`src/rtl/npc_pkg.sv`:
```
package npc_pkg;
  localparam int OPC_W   = 6;
  localparam int FUNCT_W = 6;

  localparam logic [OPC_W-1:0]   OP_SPECIAL = 6'h00;
  localparam logic [OPC_W-1:0]   OP_REGIMM  = 6'h01;
  localparam logic [OPC_W-1:0]   OP_BRQ     = 6'h04;
  localparam logic [FUNCT_W-1:0] FN_JREG    = 6'h08;
  localparam logic [FUNCT_W-1:0] FN_JLINK   = 6'h09;

  typedef enum logic [2:0] {
    FLOW_SEQ,
    FLOW_BRQ,
    FLOW_BNNEG,
    FLOW_JREG,
    FLOW_JLINK
  } flow_e;
endpackage

```
`src/rtl/npc_decode.sv`:
```
module npc_decode
  import npc_pkg::*;
#(
  parameter int REG_AW = 5
) (
  input  logic [OPC_W-1:0]   opcode,
  input  logic [FUNCT_W-1:0] funct,
  input  logic [REG_AW-1:0]  rt,
  output flow_e              kind
);
  localparam logic [REG_AW-1:0] RT_NNEG = REG_AW'(1);

  always_comb begin
    kind = FLOW_SEQ;
    unique case (opcode)
      OP_BRQ:     kind = FLOW_BRQ;
      OP_REGIMM:  if (rt == RT_NNEG) kind = FLOW_BNNEG;
      OP_SPECIAL: begin
        if (funct == FN_JREG)       kind = FLOW_JREG;
        else if (funct == FN_JLINK) kind = FLOW_JLINK;
      end
      default:    kind = FLOW_SEQ;
    endcase
  end
endmodule

```
`src/rtl/npc_cond.sv`:
```
module npc_cond
  import npc_pkg::*;
#(
  parameter int XLEN = 32
) (
  input  flow_e           kind,
  input  logic [XLEN-1:0] a,
  input  logic [XLEN-1:0] b,
  output logic            taken
);
  logic eq;
  logic nneg;

  assign eq   = (a == b);
  assign nneg = ~a[XLEN-1];

  always_comb begin
    case (kind)
      FLOW_BRQ:   taken = eq;
      FLOW_BNNEG: taken = nneg;
      default:    taken = 1'b0;
    endcase
  end
endmodule

```
`src/rtl/npc_target.sv`:
```
module npc_target #(
  parameter int XLEN        = 32,
  parameter int IMM_W       = 16,
  parameter int INSTR_BYTES = 4
) (
  input  logic [XLEN-1:0]  pc,
  input  logic [IMM_W-1:0] imm,
  output logic [XLEN-1:0]  seq_pc,
  output logic [XLEN-1:0]  br_pc,
  output logic [XLEN-1:0]  link_pc
);
  localparam int ALIGN_W = $clog2(INSTR_BYTES);

  logic [XLEN-1:0] imm_sx;
  logic [XLEN-1:0] offset;

  assign imm_sx  = {{(XLEN-IMM_W){imm[IMM_W-1]}}, imm};
  assign offset  = imm_sx << ALIGN_W;
  assign seq_pc  = pc + XLEN'(INSTR_BYTES);
  assign br_pc   = seq_pc + offset;
  assign link_pc = pc + XLEN'(2 * INSTR_BYTES);
endmodule

```
`src/rtl/npc_unit.sv`:
```
module npc_unit
  import npc_pkg::*;
#(
  parameter int              XLEN         = 32,
  parameter int              REG_AW       = 5,
  parameter int              IMM_W        = 16,
  parameter int              INSTR_BYTES  = 4,
  parameter logic [XLEN-1:0] RESET_PC     = '0,
  parameter int              LINK_DEFAULT = 31
) (
  input  logic               clk,
  input  logic               rst,
  input  logic [XLEN-1:0]    pc_i,
  input  logic [OPC_W-1:0]   opcode_i,
  input  logic [REG_AW-1:0]  rt_i,
  input  logic [REG_AW-1:0]  rd_i,
  input  logic [FUNCT_W-1:0] funct_i,
  input  logic [IMM_W-1:0]   imm_i,
  input  logic [XLEN-1:0]    rs_val_i,
  input  logic [XLEN-1:0]    rt_val_i,
  output logic [XLEN-1:0]    next_pc_o,
  output logic               link_we_o,
  output logic [REG_AW-1:0]  link_reg_o,
  output logic [XLEN-1:0]    link_val_o,
  output logic               misalign_o
);
  localparam int ALIGN_W = $clog2(INSTR_BYTES);
  localparam logic [REG_AW-1:0] LINK_DEF_R = REG_AW'(LINK_DEFAULT);

  flow_e           kind;
  logic            taken;
  logic [XLEN-1:0] seq_pc, br_pc, link_pc;
  logic [XLEN-1:0] npc_d;
  logic            we_d;
  logic [REG_AW-1:0] reg_d;
  logic [XLEN-1:0] val_d;
  logic            mis_d;
  logic            low_bits_set;

  npc_decode #(.REG_AW(REG_AW)) u_dec (
    .opcode (opcode_i),
    .funct  (funct_i),
    .rt     (rt_i),
    .kind   (kind)
  );

  npc_cond #(.XLEN(XLEN)) u_cond (
    .kind  (kind),
    .a     (rs_val_i),
    .b     (rt_val_i),
    .taken (taken)
  );

  npc_target #(.XLEN(XLEN), .IMM_W(IMM_W), .INSTR_BYTES(INSTR_BYTES)) u_tgt (
    .pc      (pc_i),
    .imm     (imm_i),
    .seq_pc  (seq_pc),
    .br_pc   (br_pc),
    .link_pc (link_pc)
  );

  generate
    if (ALIGN_W > 0) begin : g_align
      assign low_bits_set = |rs_val_i[ALIGN_W-1:0];
    end else begin : g_noalign
      assign low_bits_set = 1'b0;
    end
  endgenerate

  always_comb begin
    npc_d = seq_pc;
    we_d  = 1'b0;
    reg_d = '0;
    val_d = '0;
    mis_d = 1'b0;
    case (kind)
      FLOW_BRQ, FLOW_BNNEG: npc_d = taken ? br_pc : seq_pc;
      FLOW_JREG: begin
        npc_d = rs_val_i;
        mis_d = low_bits_set;
      end
      FLOW_JLINK: begin
        npc_d = rs_val_i;
        mis_d = low_bits_set;
        we_d  = 1'b1;
        reg_d = (rd_i == '0) ? LINK_DEF_R : rd_i;
        val_d = link_pc;
      end
      default: npc_d = seq_pc;
    endcase
  end

  always_ff @(posedge clk) begin
    if (rst) begin
      next_pc_o  <= RESET_PC;
      link_we_o  <= 1'b0;
      link_reg_o <= '0;
      link_val_o <= '0;
      misalign_o <= 1'b0;
    end else begin
      next_pc_o  <= npc_d;
      link_we_o  <= we_d;
      link_reg_o <= reg_d;
      link_val_o <= val_d;
      misalign_o <= mis_d;
    end
  end
endmodule

```
`config.mk`:
```
export PLATFORM = sky130hd
export DESIGN_NAME = npc_unit
export DESIGN_NICKNAME = d
export VERILOG_FILES = /design/src/rtl/npc_pkg.sv /design/src/rtl/npc_decode.sv /design/src/rtl/npc_cond.sv /design/src/rtl/npc_target.sv /design/src/rtl/npc_unit.sv
export SDC_FILE = /design/constraint.sdc
export NUM_CORES = 1
export LEC_CHECK = 0
export BUFFER_PORTS_ARGS = -buffer_cell sky130_fd_sc_hd__buf_2
export CAP_MARGIN = 20
export CORE_UTILIZATION = 40
export CTS_CLUSTER_SIZE = 24
export DETAILED_ROUTE_END_ITERATION = 8
export GPL_TIMING_DRIVEN = 0
export PLACE_DENSITY_LB_ADDON = 0.25
export SLEW_MARGIN = 5
export SYNTH_ARGS = -nofsm -noshare
export SYNTH_HDL_FRONTEND = slang
export SYNTH_SLANG_ARGS = --single-unit
```
`constraint.sdc`:
```
create_clock -name clk -period 6.6 [get_ports clk]
set_input_delay 1.32 -clock clk [delete_from_list [all_inputs] [get_ports clk]]
set_output_delay 1.32 -clock clk [all_outputs]
set_load 0.01 [all_outputs]
```
After elaboration in Yosys (flattened, before gate mapping)
Index checks and enable logic that the tools add are counted.

Bits in registers: 71. Latch bits: 0. RAM bits: 0. Bits in read-only memories: 0. Input bits: 136. Output and inout port bits: 71. Logic and storage cells: 37. Memories kept: 0.

Add/subtract/negate cells: 3. Multipliers: 0. Divide/modulo/power cells: 0. $lt $le $gt $ge: 0. Equality and inequality tests: 10. Shift operators: 0. Multiplexer cells: 9. Bitwise operators: 3. Reduce and logical (&&, ||, !) cells: 7.

Operators by type and width (count): $pmux W32 S2 (1); $add A32 B3 Y32 const B (1); $add A32 B32 Y32 (1); $add A32 B4 Y32 const B (1); $eq A32 B32 Y1 (1); $mux W32 (1); $eq A6 B4 Y1 const B (2); $reduce_or A2 Y1 (5); $pmux W3 S3 (1); $eq A3 B2 Y1 const B (2); $eq A6 B1 Y1 const B (1); $eq A6 B3 Y1 const B (1); $logic_not A6 Y1 (1); $mux W3 (2); $eq A5 B1 Y1 const B (1); $logic_not A5 Y1 (1); $mux W5 (1); $eq A3 B1 Y1 const B (1); $eq A3 B3 Y1 const B (1); $not A1 Y1 (3); $mux W2 (1); $pmux W1 S2 (1); $mux W1 (1).

Logic depth before layout (Yosys ltp)
Gate-level depths: netlist of the first run.

Word-level depth: 8. Mapped depth: 17. Depth with buffers taken out: 16.

By module
Synthesis of the first run repeated with hierarchy kept, for this count alone.

Cells, all modules: 672. Area total of the unflattened synthesis: 5819.3 sq um.

By module, submodules not included: npc_unit (times used 1, cells an instance 237, area an instance 2708.8 sq um, sequential area each 1421.4 sq um); npc_target (times used 1, cells an instance 374, area an instance 2643.8 sq um, sequential area each 0.0 sq um); npc_cond (times used 1, cells an instance 46, area an instance 372.9 sq um, sequential area each 0.0 sq um); npc_decode (times used 1, cells an instance 15, area an instance 93.8 sq um, sequential area each 0.0 sq um).

Worst setup path before layout of the first run
Ideal clock, no wire load.

Kind: input to register. From: input port pc_i[3]. To: register next_pc_o[31]. Setup time: 0.127 ns. Arrival: 4.873 ns. Data required time: 6.473 ns. Setup slack: 1.600 ns. Stages: 16. Buffers on the path: 0. Path through: ha_1 nand3_1 nor4_1 nand2_1 nor3b_1 nand3_1 xnor2_1 ha_1 nand2_1 o211ai_1 a211oi_1 o21ai_0 a211oi_1 a211o_1 o211ai_1 or3b_1.

Word-level cells in the longest chain between the ends: 4.

Ends and longest elaborated chain: start, declared (RTL line npc_unit.sv:13) `input logic [XLEN-1:0] pc_i,`; $add A32 B3 Y32 * (RTL line npc_target.sv:19) `assign seq_pc = pc + XLEN'(INSTR_BYTES);`; $add A32 B32 Y32 (RTL line npc_target.sv:20) `assign br_pc = seq_pc + offset;`; $mux W32 (RTL line npc_unit.sv:77) `FLOW_BRQ, FLOW_BNNEG: npc_d = taken ? br_pc : seq_pc;`; $pmux W32 S2 * (RTL line npc_unit.sv:76) `case (kind)`; end signal, assigned (RTL line npc_unit.sv:101) `next_pc_o <= npc_d;`; end, declared (RTL line npc_unit.sv:21) `output logic [XLEN-1:0] next_pc_o,`.

Every way passes the cells marked *; elsewhere a longest branch is shown, timed or not. A chain may end at the register's enable or synchronous reset.

Worst setup path in the final report of the first run
Same ends and word-level chain as after synthesis.

==> results of run 1 <==
## power by group
group          leakage, µW  switching, µW  internal (µW)  total [µW]
registers         0.000581           2.58            440         442
logic              0.00246            206            140         346
clock network     0.000158            215            336         551
total              0.00320            423            916        1340
## registers in the layout (all words and copies together) (netlist names)
signal and cells:
link_val_o 32, next_pc_o 32, link_we_o 1, link_reg_o 5
misalign_o 1
## final timing paths
| path | endpoint | cells after the start | slack (ns) | from |
|---|---|---|---|---|
| max | next_pc_o[31]$_SDFF_PP0_ | 18 | 0.69 | pc_i[3] |
| min | link_val_o[0]$_SDFF_PP0_ | 2 | 1.19 | pc_i[0] |
## logic make-up after synthesis
family	Yosys count	share of synthesized area, %
compound gates	159	18.9
xor+xnor	101	16.4
fa+ha+maj	37	8.72
buf+inv	42	3.18
flops	71	26.3
mux	1	0.185
simple gates	285	26.3
## through the flow
stage | setup WS (ns) | instance area [µm²] | hold WS [ns] | instances
2_1_floorplan | 1.60 | 5400 | 1.39 | 696
3_3_place_gp | 0.446 | 6610 | 1.54 | 1071
3_5_place_dp | 0.568 | 6620 | 1.54 | 1072
4_1_cts | 0.886 | 6950 | 1.18 | 1088
5_1_grt | 0.210 | 6950 | 1.19 | 1088
6_report | 0.686 | 6950 | 1.19 | 1088
## metal layers
layer  wire length (µm)  vias up
li1                   -     2923
met1               8320     2690
met2               8750      317
met3               1720       37
met4                731        0
met5                  0        -
## cell type report
cell class,count,area (µm²),share of cell area [%]
clock buffers,9,225,3.24
multi-input cells,583,3800,54.7
repair buffers,200,1010,14.5
clock inverters,7,105,1.51
inverters,14,52.6,0.756
well taps,176,220,3.17
flip-flops and latches,71,1420,20.4
plain buffers,28,119,1.71
## cells in the final DEF (no fill, tap or decap), drive strengths merged, types with 5 or more instances in the layout
cell / n
buf: 204
nand2: 76
nor2: 72
dfxtp: 71
a21oi: 58
xor2: 55
xnor2: 46
ha: 36
clkbuf: 32
nand3: 28
a22oi: 24
nand4: 22
o21ai: 18
a21o: 16
inv: 16
nor4: 13
nor3: 12
and3: 12
nor2b: 9
or3: 9
and2: 7
o211ai: 6
o22ai: 6
a211oi: 6
nand2b: 5
## critical path: cells and delay by family
| family | cells | cell delay (ns) |
|---|---|---|
| and+or+nand+nor | 6 | 1.78 |
| xor gates and xnor gates | 1 | 0.42 |
| adders and majority gates | 2 | 0.55 |
| buffers and inverters | 2 | 0.43 |
| AOI/OAI and AO/OA | 7 | 1.63 |
==> results.txt, run 1 <==
----------------------------------------------------
[Run status]
  Result of the run ... completed

[Timing]
  Final slew viol count ... 0
  Share of the cycle needed by the critical path after routing ... 89.6%
  Shortest clock period the worst path allows after layout ... 5.91 ns
  Hold violation count in the final report ... 0
  F_max ... 0.169 GHz
  Total Negative Setup Slacks ... 0 ns
  Max-Slew Margin vs Limit ... 50.9%
  Setup violators final ... 0
  Slew of the pin with the lowest slew margin ... 0.729 ns
  Setup repair after global routing missed its margin ... false

[Yosys]
  Flops & latches, synth ... 71
  Seq/Total Area, Yosys ... 26.3%
  Post-synth design cell area ... 5400 µm²
  Synth Net Count ... 869
  Most instantiated cells after synthesis ... sky130_fd_sc_hd__nand2_1 (76), sky130_fd_sc_hd__nor2_1 (72), sky130_fd_sc_hd__dfxtp_1 (71)
  Synth top area cells ... sky130_fd_sc_hd__dfxtp_1 (26%), sky130_fd_sc_hd__xor2_1 (8.9%), sky130_fd_sc_hd__ha_1 (8.3%)
  Top-area cell type share of the netlist area ... 26.3%
  Most numerous cell in the Yosys netlist ... sky130_fd_sc_hd__nand2_1
  Average footprint of a synthesized cell ... 7.76 µm²
  Number of enable-type register cells in the synthesized netlist ... 0
  Synth area leader ... sky130_fd_sc_hd__dfxtp_1
  Main flop type after synthesis ... sky130_fd_sc_hd__dfxtp_1
  Ys async rst share ... 0%
  Cells after synthesis ... 696
  Number of unique standard cell types used by synthesis ... 61
  Count of synthesis-stage warnings from yosys ... 0

[Power and ir drop]
  Total power ... 1340 µW
  Leakage power ... 0.00320 µW
  Power density of the placed cells ... 193 nW/µm²
  VDD IR-drop max ... 0.140 mV

[Routing]
  Vias after detailed routing ... 5967
  DRC marker count from the first detailed-route iteration ... 590
  DRC violations left ... 0
  Ratio of routed vias to standard cells ... 5.48
  Average wire per standard cell ... 17.9 µm
  Routed wire length ... 19500 µm
  Number of detailed-routing iterations run before antenna repair ... 5
  Detail Route Antenna Nets ... 0

[CTS]
  Number of CTS-inserted buffers ... 9
  Number of H-tree branching levels ... 3
  Cts repair resizes ... 0
  Worst-path clk slew ... 0.06 ns
  Clock tree from TritonCTS ... done
  Hold bufs inserted after CTS ... 0
  Count of buffers added by post-CTS timing repair for setup ... 0
  Master cell of the clock root buffer ... sky130_fd_sc_hd__clkbuf_16
  Buffer depth of the longest clock path ... 2
  Clock sink count ... 71

[Critical path]
  Highest-delay cell along the critical path ... sky130_fd_sc_hd__o21ai_0
  Maximum fanout encountered on the critical timing path ... 7
  Crit start category ... input port
  Kind of capture point of the worst setup path ... flip-flop
  Worst stage delay on the critical path ... 0.56 ns
  Signal arrival time at the worst endpoint ... 6.13 ns
  CP Class ... input port to flip-flop
  Required time worst endpoint ... 6.82 ns
  CP Cell Sequence ... buf_2, ha_1, nand3_1, nor4_1, and2_0, clkbuf_1, nand2_1, nor3_1, xor2_1, ha_1, a21oi_1, o211ai_1, a211oi_1, o21ai_0, a211oi_1, a211o_1, o211ai_1, or3b_1

[Cells and area]
  Layout overhead on the synthesized area ... 28.8%
  Antenna diodes ... 0
  Ratio of cells with drive above 1 in the final layout ... 25.5%
  Fin util ... 52.7%
  # fillers ... 1283
  Number of nets at the end of the flow ... 1080

[Placed design]
  Placed wire-length estimate after detailed placement ... 15900 µm
  Number of buffers added on ports ... 199
  Final weighted congestion in routability-driven placement ... 1.04

[Floorplanning]
  Initial cell density of the core ... 40.9%
  Standard-cell row count ... 42
  Die Y ... 118 µm
  Number of top-level pins ... 207
  Floorplan core area ... 13200 µm²
  Die area ... 14000 µm²
  Die outline width ... 118 µm

[GRT]
  Busiest layer in global routing ... met2
  Pin count of the biggest net entering global routing ... 23
  Total global routing overflow ... 0
  First-pass GRT wire length ... 29300 µm
  Met2 layer usage reported by global route ... 43.9%
  Met1 capacity usage during global routing ... 36.6%
  Initial antenna violation count ... 0
  Vias in the first global route ... 5471
  Grt met3 use ... 4.49%
  Overall global routing resource usage ... 27.8%

[Flow run]
  Total of max-cap violations ... 0

[Worst hold path]
  Class of the tightest hold or removal check ... input port to flip-flop

----------------------------------------------------
Note: power is estimated with default switching activity, not from simulation.
==> inputs of run 2 (changes only) <==
--- a/config.mk
+++ b/config.mk
@@ -12,7 +12,9 @@
 export DETAILED_ROUTE_END_ITERATION = 8
 export GPL_TIMING_DRIVEN = 0
 export PLACE_DENSITY_LB_ADDON = 0.25
+export RECOVER_POWER = 25
 export SLEW_MARGIN = 5
 export SYNTH_ARGS = -nofsm -noshare
 export SYNTH_HDL_FRONTEND = slang
 export SYNTH_SLANG_ARGS = --single-unit
+export TNS_END_PERCENT = 10
==> results.txt, run 2 (synthesis gave the netlist of run 1 again) <==
----------------------------------------------------
[Cells and area]
  Number of nets at the end of the flow ... 1080 (unchanged)
  Registers with the most flip-flops ... link_val_o (32), next_pc_o (32), link_reg_o (5)
  Antenna diodes ... 0 (unchanged)
  Ratio of cells with drive above 1 in the final layout ... 21.7% (-3.8 points)
  Commonest non-fill, non-tap cell in the layout ... sky130_fd_sc_hd__buf_2
  Layout overhead on the synthesized area ... 28.0%
  Highest-count cells in the layout ignoring fill and taps ... sky130_fd_sc_hd__buf_2 (168), sky130_fd_sc_hd__nand2_1 (76), sky130_fd_sc_hd__nor2_1 (72), sky130_fd_sc_hd__dfxtp_1 (71), sky130_fd_sc_hd__a21oi_1 (58)
  Multi-input combinational cell area ... 3800 µm² (unchanged)
  # fillers ... 1297 (+1.1%)
  Sequential cell area in the final layout ... 1420 µm² (unchanged)
  Non-Filler Instances ... 1088 (unchanged)

[Timing]
  Worst Slack Setup Final ... 0.719 ns (+0.0327 ns)
  Setup violators final ... 0 (unchanged)
  Share of the cycle needed by the critical path after routing ... 89.1% (-0.50 points)
  Max-Slew Margin vs Limit ... 52.5% (+1.6 points)
  Shortest clock period the worst path allows after layout ... 5.88 ns (-0.0327 ns)
  Setup repair after global routing missed its margin ... false
  Slew of the pin with the lowest slew margin ... 0.705 ns (-0.0238 ns)
  Final slew viol count ... 0 (unchanged)
  F_max ... 0.170 GHz (+0.56%)
  Total Negative Setup Slacks ... 0 ns (unchanged)
  Hold violation count in the final report ... 0 (unchanged)

[Power and ir drop]
  Total power ... 1340 µW (about the same)
  Leakage power ... 0.00305 µW (-4.5%)
  Power density of the placed cells ... 194 nW/µm² (+0.57%)
  VDD IR-drop max ... 0.140 mV (about the same)

[CTS]
  Number of CTS-inserted buffers ... 9 (unchanged)
  Cts repair resizes ... 0 (unchanged)
  Buffer depth of the longest clock path ... 2 (unchanged)
  Hold bufs inserted after CTS ... 0 (unchanged)
  Number of H-tree branching levels ... 3 (unchanged)
  Clock tree from TritonCTS ... done
  Clock sink count ... 71 (unchanged)
  Master cell of the clock root buffer ... sky130_fd_sc_hd__clkbuf_16
  Worst-path clk slew ... 0.06 ns (about the same)
  Count of buffers added by post-CTS timing repair for setup ... 0 (unchanged)

[GRT]
  Total global routing overflow ... 0 (unchanged)
  Overall global routing resource usage ... 27.8% (unchanged)
  Initial antenna violation count ... 0 (unchanged)
  Vias in the first global route ... 5471 (unchanged)
  First-pass GRT wire length ... 29300 µm (unchanged)
  Pin count of the biggest net entering global routing ... 23 (unchanged)

[Floorplanning]
  Floorplan core area ... 13200 µm² (unchanged)
  Number of top-level pins ... 207 (unchanged)
  Die Y ... 118 µm (unchanged)
  Die area ... 14000 µm² (unchanged)
  Die outline width ... 118 µm (unchanged)
  Initial cell density of the core ... 40.9% (unchanged)
  Standard-cell row count ... 42 (unchanged)

[Critical path]
  Kind of capture point of the worst setup path ... flip-flop
  Beginning of the critical path ... pc_i[3]
  Signal arrival time at the worst endpoint ... 6.10 ns (-0.03 ns)
  Maximum fanout encountered on the critical timing path ... 7 (unchanged)
  CP Class ... input port to flip-flop
  Crit start category ... input port
  Required time worst endpoint ... 6.82 ns (about the same)

[Routing]
  Routed wire length ... 19600 µm (+0.24%)
  Detail Route Antenna Nets ... 0 (unchanged)
  Ratio of routed vias to standard cells ... 5.48 (about the same)
  DRC marker count from the first detailed-route iteration ... 605 (+2.5%)
  Average wire per standard cell ... 18.0 µm (+0.24%)
  DRC violations left ... 0 (unchanged)
  Vias after detailed routing ... 5962 (-0.084%)
  Number of detailed-routing iterations run before antenna repair ... 5 (unchanged)

[Placed design]
  Placed cell count ... 1072 (unchanged)
  Placed wire-length estimate after detailed placement ... 15900 µm (unchanged)
  Final weighted congestion in routability-driven placement ... 1.04 (unchanged)
  Number of buffers added on ports ... 199 (unchanged)
  DP Worst Slack ... 0.568 ns (unchanged)

[Run status]
  Result of the run ... completed

[Flow run]
  Total of max-cap violations ... 0 (unchanged)

[Worst hold path]
  Class of the tightest hold or removal check ... input port to flip-flop
  Origin of the worst min-delay path ... pc_i[0]

----------------------------------------------------
-- run 2: routing by layer --
metal  vias to the layer above  routed length [µm]  global-route usage, %
met5                         -                   0                      0
met2                       314                8730                   43.9
met4                         0                 772                   13.9
li1                       2917                   -                      -
met3                        41                1600                   4.49
met1                      2690                8450                   36.6
-- run 2: stage by stage --
step / util (%) / hold WS (ns) / area [µm²]
2_1_floorplan: - / 1.39 / 5400
6_report: 52.4 / 1.18 / 6910
4_1_cts: 52.7 / 1.18 / 6950
3_3_place_gp: 50.1 / 1.54 / 6610
3_5_place_dp: 50.2 / 1.54 / 6620
5_1_grt: 52.4 / 1.19 / 6910
-- run 2: power breakdown --
| part | switching, µW | total, µW | leakage, µW | internal [µW] |
|---|---|---|---|---|
| Combinational | 206 | 345 | 0.00231 | 139 |
| Sequential | 2.73 | 442 | 0.000581 | 440 |
| Clock | 215 | 552 | 0.000158 | 336 |
-- run 2: cell type report --
cell class              count  share of cell area (%)
inverters                  14                   0.760
clock buffers               9                    3.26
well taps                 176                    3.19
multi-input cells         583                    55.1
flip-flops and latches     71                    20.6
plain buffers              28                    1.72
repair buffers            200                    13.9
clock inverters             7                    1.52
-- run 2: worst paths after layout --
| kind | endpoint | slack, ns | depth (start not counted) |
|---|---|---|---|
| min | link_val_o[0]$_SDFF_PP0_ | 1.18 | 2 |
| max | next_pc_o[31]$_SDFF_PP0_ | 0.72 | 18 |
-- run 2: critical path, stage by stage --
cell	delay (ns)
sky130_fd_sc_hd__buf_2	0.16
sky130_fd_sc_hd__ha_1	0.26
sky130_fd_sc_hd__nand3_1	0.19
sky130_fd_sc_hd__nor4_1	0.52
sky130_fd_sc_hd__and2_0	0.20
sky130_fd_sc_hd__clkbuf_1	0.27
sky130_fd_sc_hd__nand2_1	0.19
sky130_fd_sc_hd__nor3_1	0.28
sky130_fd_sc_hd__xor2_1	0.41
sky130_fd_sc_hd__ha_1	0.29
sky130_fd_sc_hd__a21oi_1	0.08
sky130_fd_sc_hd__o211ai_1	0.24
sky130_fd_sc_hd__a211oi_1	0.13
sky130_fd_sc_hd__o21ai_0	0.55
sky130_fd_sc_hd__a211oi_1	0.11
sky130_fd_sc_hd__a211o_1	0.33
sky130_fd_sc_hd__o211ai_1	0.17
sky130_fd_sc_hd__or3b_1	0.39
